**config.mk**
```make
export PLATFORM = sky130hd
export DESIGN_NAME = planar_wr_path
export DESIGN_NICKNAME = d
export VERILOG_FILES = /design/src/rtl/pwp_pkg.sv /design/src/rtl/pwp_regs.sv /design/src/rtl/pwp_rotate.sv /design/src/rtl/pwp_plane_lane.sv /design/src/rtl/planar_wr_path.sv
export SDC_FILE = /design/constraint.sdc
export NUM_CORES = 1
export LEC_CHECK = 0
export BUFFER_PORTS_ARGS = -buffer_cell sky130_fd_sc_hd__buf_2
export CORE_MARGIN = 8
export CORE_UTILIZATION = 50
export CTS_BUF_LIST = sky130_fd_sc_hd__clkbuf_16
export DETAILED_ROUTE_END_ITERATION = 10
export PLACE_DENSITY = 0.68
export SYNTH_ARGS = -nofsm -noshare
export SYNTH_HDL_FRONTEND = slang
export SYNTH_SLANG_ARGS = --single-unit
```
**constraint.sdc**
```tcl
create_clock -name clk -period 2.87 [get_ports clk]
set_input_delay 0.7175 -clock clk [delete_from_list [all_inputs] [get_ports clk]]
set_output_delay 0.7175 -clock clk [all_outputs]
set_load 0.005 [all_outputs]
```
**src/rtl/pwp_pkg.sv**
```systemverilog
package pwp_pkg;
   localparam int REG_IDX_W = 3;

   typedef enum logic [REG_IDX_W-1:0] {
      IDX_SR_VAL  = 3'd0,
      IDX_SR_EN   = 3'd1,
      IDX_ROT     = 3'd2,
      IDX_BITMASK = 3'd3,
      IDX_MAPMASK = 3'd4
   } reg_idx_e;

   typedef enum int {
      ROT_DOUBLED = 0,
      ROT_LOGSTAGE = 1
   } rot_impl_e;
endpackage

```
**src/rtl/pwp_regs.sv**
```systemverilog
module pwp_regs
   import pwp_pkg::*;
#(
   parameter int PLANES = 4,
   parameter int DW     = 8,
   parameter int RW     = 3
) (
   input  logic                 clk,
   input  logic                 rst_n,
   input  logic                 reg_we,
   input  logic [REG_IDX_W-1:0] reg_idx,
   input  logic [DW-1:0]        reg_wdata,
   output logic [PLANES-1:0]    sr_val_o,
   output logic [PLANES-1:0]    sr_en_o,
   output logic [RW-1:0]        rot_o,
   output logic [DW-1:0]        bit_mask_o,
   output logic [PLANES-1:0]    map_mask_o
);
   generate
      if (PLANES > DW) begin : g_bad_planes
         $error("pwp_regs: PLANES must not exceed DW");
      end
      if (RW > DW) begin : g_bad_rw
         $error("pwp_regs: RW must not exceed DW");
      end
   endgenerate

   always_ff @(posedge clk) begin
      if (!rst_n) begin
         sr_val_o   <= '0;
         sr_en_o    <= '0;
         rot_o      <= '0;
         bit_mask_o <= '1;
         map_mask_o <= '0;
      end else if (reg_we) begin
         case (reg_idx_e'(reg_idx))
            IDX_SR_VAL:  sr_val_o   <= reg_wdata[PLANES-1:0];
            IDX_SR_EN:   sr_en_o    <= reg_wdata[PLANES-1:0];
            IDX_ROT:     rot_o      <= reg_wdata[RW-1:0];
            IDX_BITMASK: bit_mask_o <= reg_wdata;
            IDX_MAPMASK: map_mask_o <= reg_wdata[PLANES-1:0];
            default: ;
         endcase
      end
   end

   AST_MASK_WRITE_LANDS: assert property (@(posedge clk) disable iff (!rst_n)
      (reg_we && reg_idx == IDX_BITMASK) |=> bit_mask_o == $past(reg_wdata));
   AST_MAP_WRITE_LANDS: assert property (@(posedge clk) disable iff (!rst_n)
      (reg_we && reg_idx == IDX_MAPMASK) |=> map_mask_o == $past(reg_wdata[PLANES-1:0]));
endmodule

```
**src/rtl/pwp_rotate.sv**
```systemverilog
module pwp_rotate
   import pwp_pkg::*;
#(
   parameter int DW   = 8,
   parameter int RW   = 3,
   parameter int IMPL = ROT_LOGSTAGE
) (
   input  logic [DW-1:0] din,
   input  logic [RW-1:0] amt,
   output logic [DW-1:0] dout
);
   generate
      if ((1 << RW) != DW) begin : g_bad_width
         $error("pwp_rotate: DW must equal 2**RW");
      end

      if (IMPL == ROT_DOUBLED) begin : g_doubled
         logic [2*DW-1:0] dbl;
         assign dbl  = {din, din} >> amt;
         assign dout = dbl[DW-1:0];
      end else begin : g_logstage
         logic [DW-1:0] stage [RW+1];
         assign stage[0] = din;
         for (genvar s = 0; s < RW; s++) begin : g_stage
            localparam int SH = 1 << s;
            assign stage[s+1] = amt[s]
               ? {stage[s][SH-1:0], stage[s][DW-1:SH]}
               : stage[s];
         end
         assign dout = stage[RW];
      end
   endgenerate

   always_comb begin
      if (amt == '0) begin
         AST_ROT_IDENT: assert (dout == din);
      end
      AST_ROT_KEEPS_ONES: assert ($countones(dout) == $countones(din));
   end
endmodule

```
**src/rtl/pwp_plane_lane.sv**
```systemverilog
module pwp_plane_lane #(
   parameter int DW     = 8,
   parameter int ADDR_W = 4
) (
   input  logic              clk,
   input  logic              rst_n,
   input  logic              wr_i,
   input  logic              rd_i,
   input  logic [ADDR_W-1:0] addr_i,
   input  logic [DW-1:0]     rot_data_i,
   input  logic              sr_en_i,
   input  logic              sr_val_i,
   input  logic [DW-1:0]     bit_mask_i,
   input  logic              plane_en_i,
   output logic [DW-1:0]     latch_o
);
   localparam int DEPTH = 1 << ADDR_W;

   logic [DW-1:0] mem_q [DEPTH];
   logic [DW-1:0] latch_q;
   logic [DW-1:0] sr_data;
   logic [DW-1:0] merged;

   assign sr_data = sr_en_i ? {DW{sr_val_i}} : rot_data_i;
   assign merged  = (sr_data & bit_mask_i) | (latch_q & ~bit_mask_i);
   assign latch_o = latch_q;

   always_ff @(posedge clk) begin
      if (!rst_n) begin
         for (int i = 0; i < DEPTH; i++) mem_q[i] <= '0;
         latch_q <= '0;
      end else begin
         if (wr_i && plane_en_i) mem_q[addr_i] <= merged;
         if (rd_i) latch_q <= mem_q[addr_i];
      end
   end

   AST_LATCH_LOAD: assert property (@(posedge clk) disable iff (!rst_n)
      rd_i |=> latch_q == $past(mem_q[addr_i]));
   AST_MASK_KEEPS_LATCH: assert property (@(posedge clk) disable iff (!rst_n)
      (wr_i && plane_en_i) |=>
         ((mem_q[$past(addr_i)] ^ $past(latch_q)) & ~$past(bit_mask_i)) == '0);
   AST_SR_FORCE: assert property (@(posedge clk) disable iff (!rst_n)
      (wr_i && plane_en_i && sr_en_i) |=>
         (mem_q[$past(addr_i)] & $past(bit_mask_i)) ==
         ({DW{$past(sr_val_i)}} & $past(bit_mask_i)));
   AST_DISABLED_PLANE_HOLDS: assert property (@(posedge clk) disable iff (!rst_n)
      (wr_i && !plane_en_i) |=> mem_q[$past(addr_i)] == $past(mem_q[addr_i]));
endmodule

```
**src/rtl/planar_wr_path.sv**
```systemverilog
module planar_wr_path
   import pwp_pkg::*;
#(
   parameter int PLANES   = 4,
   parameter int DW       = 8,
   parameter int ADDR_W   = 4,
   parameter int ROT_IMPL = ROT_LOGSTAGE
) (
   input  logic                 clk,
   input  logic                 rst_n,
   input  logic                 reg_we,
   input  logic [2:0]           reg_idx,
   input  logic [DW-1:0]        reg_wdata,
   input  logic                 cpu_req,
   input  logic                 cpu_we,
   input  logic [ADDR_W-1:0]    cpu_addr,
   input  logic [DW-1:0]        cpu_wdata,
   output logic                 cpu_rvalid,
   output logic [PLANES*DW-1:0] cpu_rdata
);
   localparam int RW = $clog2(DW);

   generate
      if (PLANES < 1 || PLANES > DW) begin : g_bad_planes
         $error("planar_wr_path: PLANES out of range");
      end
      if (ADDR_W < 1 || ADDR_W > 10) begin : g_bad_addr
         $error("planar_wr_path: ADDR_W out of range");
      end
   endgenerate

   logic [PLANES-1:0] sr_val, sr_en, map_mask;
   logic [RW-1:0]     rot_amt;
   logic [DW-1:0]     bit_mask;
   logic [DW-1:0]     rot_data;
   logic              wr, rd;

   assign wr = cpu_req && cpu_we;
   assign rd = cpu_req && !cpu_we;

   pwp_regs #(.PLANES(PLANES), .DW(DW), .RW(RW)) u_regs (
      .clk        (clk),
      .rst_n      (rst_n),
      .reg_we     (reg_we),
      .reg_idx    (reg_idx),
      .reg_wdata  (reg_wdata),
      .sr_val_o   (sr_val),
      .sr_en_o    (sr_en),
      .rot_o      (rot_amt),
      .bit_mask_o (bit_mask),
      .map_mask_o (map_mask)
   );

   pwp_rotate #(.DW(DW), .RW(RW), .IMPL(ROT_IMPL)) u_rot (
      .din  (cpu_wdata),
      .amt  (rot_amt),
      .dout (rot_data)
   );

   generate
      for (genvar p = 0; p < PLANES; p++) begin : g_plane
         pwp_plane_lane #(.DW(DW), .ADDR_W(ADDR_W)) u_lane (
            .clk        (clk),
            .rst_n      (rst_n),
            .wr_i       (wr),
            .rd_i       (rd),
            .addr_i     (cpu_addr),
            .rot_data_i (rot_data),
            .sr_en_i    (sr_en[p]),
            .sr_val_i   (sr_val[p]),
            .bit_mask_i (bit_mask),
            .plane_en_i (map_mask[p]),
            .latch_o    (cpu_rdata[p*DW +: DW])
         );
      end
   endgenerate

   always_ff @(posedge clk) begin
      if (!rst_n) cpu_rvalid <= 1'b0;
      else        cpu_rvalid <= rd;
   end

   AST_RVALID_FOLLOWS_READ: assert property (@(posedge clk) disable iff (!rst_n)
      cpu_rvalid |-> $past(rd));
   AST_READ_GIVES_RVALID: assert property (@(posedge clk) disable iff (!rst_n)
      rd |=> cpu_rvalid);
endmodule

```
# Word level (Yosys, flattened, before mapping)
# Memories as Yosys holds them, arrays and structs flattened. A register that Yosys moved wholly into a read port is not among the register bits.
# Index checks and enable logic that the tools add are counted.
# Widths: inputs -> output; s select.
[word_totals]
register_bits = 24
ram_bits = 512
out_inout_bits = 33
mem_count = 4
[op_classes]
eq_ne = 4
muxes = 32
n_bitwise = 13
reduce_logical = 21
[mem_list]
columns = ["memory", "depth", "width", "read_ports", "rd_ports_with_merged_regs", "write_ports", "line_no", "rtl"]
rows = [
  ["g_plane[0].u_lane.mem_q", 16, 8, 1, 1, 16, "pwp_plane_lane.sv:19", "logic [DW-1:0] mem_q [DEPTH];"],
  ["g_plane[1].u_lane.mem_q", 16, 8, 1, 1, 16, "pwp_plane_lane.sv:19", ""],
  ["g_plane[2].u_lane.mem_q", 16, 8, 1, 1, 16, "pwp_plane_lane.sv:19", ""],
  ["g_plane[3].u_lane.mem_q", 16, 8, 1, 1, 16, "pwp_plane_lane.sv:19", ""],
]
[ops]
columns = ["cell", "n"]
rows = [
  ["$mux 8", 11],
  ["$and 8x8->8", 8],
  ["$or 8x8->8", 4],
  ["$reduce_or 8->1", 4],
  ["$mux 1", 17],
  ["$mux 4", 4],
  ["$reduce_and 2->1", 5],
  ["$not 8->8", 1],
  ["$eq 3x2->1 const B", 2],
  ["$logic_and 1x1->1", 6],
  ["$logic_not 1->1", 5],
  ["$eq 3x1->1 const B", 1],
  ["$eq 3x3->1 const B", 1],
  ["$logic_not 3->1", 1],
]

# Logic depth before layout (Yosys ltp)
[logic_depth]
word_depth = 7
ltp_mapped = 7

# Cells and area by module
# A second synthesis with hierarchy kept.
[unflattened]
hier_cells = 2023
hier_area_um2 = 25854.8
[modules_own_cells]
columns = ["module", "instances", "cells_per_inst", "area_per_inst_um2", "seq_area_each_um2"]
rows = [
  ["pwp_plane_lane at g_plane[1].u_lane ...", 3, 480, 6134.6, 4003.8],
  ["pwp_plane_lane at g_plane[0].u_lane", 1, 467, 6097.1, 4003.8],
  ["pwp_regs", 1, 93, 980.9, 460.4],
  ["pwp_rotate", 1, 19, 326.6, 0.0],
  ["planar_wr_path", 1, 4, 46.3, 20.0],
]

# Worst setup path after synthesis
# No wires, ideal clock.
[synth_timing]
path_kind = "input to register"
start = "input cpu_addr[3]"
end = "memory g_plane[3].u_lane.mem_q[2][0], enable pin"
setup_ns = 0.329
t_arrival_ns = 1.982
required_ns = 2.541
slack_ns = 0.559
stages = 6
path_buffers = 3
path_cell_list = "clkbuf_1 -> buf_2 -> buf_2 -> nor3_1 -> nand2_1 -> nand2_1"
[synth_rtl]
columns = ["element", "line_no", "rtl"]
rows = [
  ["start, declared", "planar_wr_path.sv:16", "input logic [ADDR_W-1:0] cpu_addr,"],
  ["end, declared", "pwp_plane_lane.sv:19", ""],
]

==> results.md <==
* Number of global-route vias before repair at approximately 19000
* DR WL/cell at around 26 um
* Postcts setup bufs at 0
* Internal power at 13.8 mW
* DR iter-0 viols at 2591
* Flop-to-flop setup slack at about 330 ps
* Synth cell types at 35
* Maxcap violations at 0
* Clock sinks at ~570
* Yosys reg bits at 568
* Clock Path Buffers at 3
* Hold Buf Count CTS at 0
* Ys Warns at 0
* # DRC at 0
* Maximum clock rate at around 0.4 GHz
* Multiplexer area fraction after synthesis at 0.129
* Final worst path period share at 0.884
* Sw frac at 0.243
* WS Path Type: flop to flop
* Crit Path Max Fanout at 10
* RSZ-0062 raised after global routing: no
* Root Driver: clkbuf_16
* First-pass GRT wire length at between 100000 and 150000 um
* R2R cell count at 4
* Power, Total at ~18 mW
* Adder-Cell Fraction of Synth Area at 0
* Gr ovfl total at 0
* H-tree depth at 2
* Largest family of logic cells by synthesized area: simple AND/OR/NAND/NOR gates
* Synth Area in Compound Gates at 0.0573
* Hold Path Class: primary input to flop
* P&R area growth vs syn at 16.4%
* Seq pwr share at 0.516
* Layout cells sized above 1 at 0.179
* Mapped cell area at ~26000 sq um
* Clk_skew at 27.2 ps
* Clock Power Share at 0.386
* Syn Nets at between 2000 and 2500
* Die Ht at 243 um
* R2r startpoint: u_regs.rot_o[0]$_SDFFE_PN0P_
* Initial antenna violation count at 1
* Simple-Gate Fraction of Synth Area at 0.151
* Hold slack at 355 ps
* Hold path depth at 3
* Synth area leaders: edfxtp_1 60%, mux2i_1 12%, nor2_1 6.8%
* Row cnt at between 80 and 90
* Worst r2r dst: g_plane[0].u_lane.mem_q[0][5]$_SDFFCE_PN0P_
* Dpl ws at roughly 180 ps
* DR vias at about 19000
* Peak VDD IR at 0.000463 V
* Syn Inst Count at roughly 2100
* Vias per Instance at just over 6
* Largest net degree at the start of global routing at roughly 120
* Post-synthesis sequential area ratio at 0.639
* Detail Placement HPWL at roughly 53000 um
* Cts repair resizes at 0
* P per Cell Area at between 600 and 700 nW/um^2
* First-pass detailed-route iteration total at 6
* CTS buffer count at 55
* Most frequent cells in the layout: 512 x edfxtp_1, 468 x nor2_1, 302 x mux2i_1
* Worst-path clk slew at about 60 ps
* Hold Crit Start: reg_wdata[4]
* Final setup TNS at 0 ps
* Slew @ Worst Pin at 803 ps
* Relative slew slack at 0.464
* Hold Vio Cnt, Final at 0
* Endpoint, Worst Hold: u_regs.bit_mask_o[4]$_SDFFE_PN1P_
* Total Die Area at between 50000 and 60000 sq um
* CTS tree: yes
* Worst-skew pair later-pin latency at 620 ps
* Final setup violation count at 0
* Mapped Avg Cell Area at between 10 and 15 sq um
* Final #Nets at 2392
* Max Slew Vio Count at 0
* Yosys top cell area share at 0.595
* Switching pwr at ~4.4 mW
* Routed WL at about 79000 um
* Final worst slack at 333 ps
* Final ANT Viol Nets at 0
* Horiz. Die Dim at 243 um
* Leak at 12.1 nW
* Data arrival, critical path at 2870 ps
* Status: complete, no violations
* Worst Setup Start Kind: flop
* Ant diodes at 0
* Core Region at 51200 sq um
* CP Capture Type: flop
* Combinational Power Share at 0.098
* Min Tclk post-route at ~2500 ps
* Worst Path Required at approximately 3200 ps
* Synth area leader: edfxtp_1
* Initial Util at 0.504
* Synth Area in XOR/XNOR at 0
* GR Util All Layers at 0.261
* I/O pin count at 61
* Port Buffers at 60
* GPL Wtd Cong at approximately 0.9
* Final core occ at 0.587
* Most common cell after layout, fill and taps aside: edfxtp_1
==> flip-flops by register name, indices dropped and copies added (netlist names) <==
register,flops
u_regs.sr_en_o,4
g_plane.u_lane.mem_q,512
u_regs.sr_val_o,4
cpu_rvalid,1
u_regs.map_mask_o,4
u_regs.rot_o,3
g_plane.u_lane.latch_o,32
u_regs.bit_mask_o,8
==> per-stage QoR <==
step,cells,cell area [sq um]
2_1_floorplan,2140,25800
3_3_place_gp,2987,28300
3_5_place_dp,2987,28300
4_1_cts,3088,30100
5_1_grt,3088,30100
6_report,3088,30100
==> worst max-delay path by stage <==
| stage | cells past startpoint | to | slack [ps] | startpoint |
|---|---|---|---|---|
| 2_1_floorplan | 6 | g_plane[3].u_lane.mem_q[2][0]$_SDFFCE_PN0P_ | 560 | cpu_addr[3] |
| 3_3_place_gp | 7 | g_plane[3].u_lane.mem_q[6][2]$_SDFFCE_PN0P_ | 250 | cpu_addr[1] |
| 3_5_place_dp | 6 | g_plane[3].u_lane.mem_q[2][1]$_SDFFCE_PN0P_ | 180 | cpu_addr[1] |
| 4_1_cts | 4 | g_plane[0].u_lane.mem_q[0][5]$_SDFFCE_PN0P_ | 340 | u_regs.rot_o[0]$_SDFFE_PN0P_ |
| 5_1_grt | 4 | g_plane[1].u_lane.mem_q[8][5]$_SDFFCE_PN0P_ | 230 | u_regs.rot_o[0]$_SDFFE_PN0P_ |
| 6_report | 4 | g_plane[0].u_lane.mem_q[0][5]$_SDFFCE_PN0P_ | 330 | u_regs.rot_o[0]$_SDFFE_PN0P_ |
==> cell type report <==
class | instances | area, sq um
multi-input combinational | 1439 | 8750
sequential | 568 | 16500
clock buffer | 57 | 1430
fill | 4053 | 21100
timing repair buffer | 300 | 2250
tap | 680 | 851
clock inverter | 44 | 299
==> Yosys cell counts <==
master,number
edfxtp_1,512
nor2_1,469
mux2i_1,302
nand2_1,213
nor3_1,149
a22oi_1,64
clkbuf_1,63
dfxtp_1,56
buf_2,45
nor4_1,33
a211oi_1,32
o21ai_0,32
o22ai_1,32
nor2b_1,20
o21bai_2,19
buf_4,14
nand3_1,13
buf_1,10
nand2b_1,10
mux4_2,8
and2_1,7
mux2_4,6
o21bai_1,6
o21bai_4,6
nor2_2,5
mux2_2,3
and3_1,2
and3b_1,2
buf_6,1
nand3b_1,1
nor3b_2,1
o2111a_1,1
o21ai_4,1
or2_2,1
or3b_2,1
==> kinds of logic (layout without fill, tap and decap cells) <==
kind of cell | Yosys count | in the layout
buffers and inverters | 133 | 401
AO/OA/AOI/OAI | 193 | 193
multiplexers | 319 | 319
AND/OR/NAND/NOR | 927 | 927
flip-flops | 568 | 568
==> power by group through the flow <==
| stage | clock [mW] | combinational (mW) | sequential (mW) |
|---|---|---|---|
| 2_1_floorplan | 0 | 1.02 | 9.51 |
| 3_3_place_gp | 0 | 1.71 | 9.57 |
| 3_5_place_dp | 0 | 1.74 | 9.58 |
| 4_1_cts | 7.10 | 1.75 | 9.41 |
| 5_1_grt | 7.40 | 1.87 | 9.43 |
| 6_report | 7.04 | 1.78 | 9.41 |
==> critical path, cell delays in order (launching register included) <==
cell	delay (ps)
dfxtp_1	630
mux4_2	580
mux2_2	470
o21bai_2	490
nor2_1	100
==> metal layers <==
| layer | up-vias | track usage | routed length [um] |
|---|---|---|---|
| met4 | 0 | 0.117 | 3440 |
| met1 | 9189 | 0.350 | 30300 |
| met3 | 230 | 0.0498 | 8960 |
| met5 | - | 0 | 0 |
| met2 | 1231 | 0.411 | 36300 |
| li1 | 8277 | - | - |
Note: power is estimated with default switching activity, not from simulation.
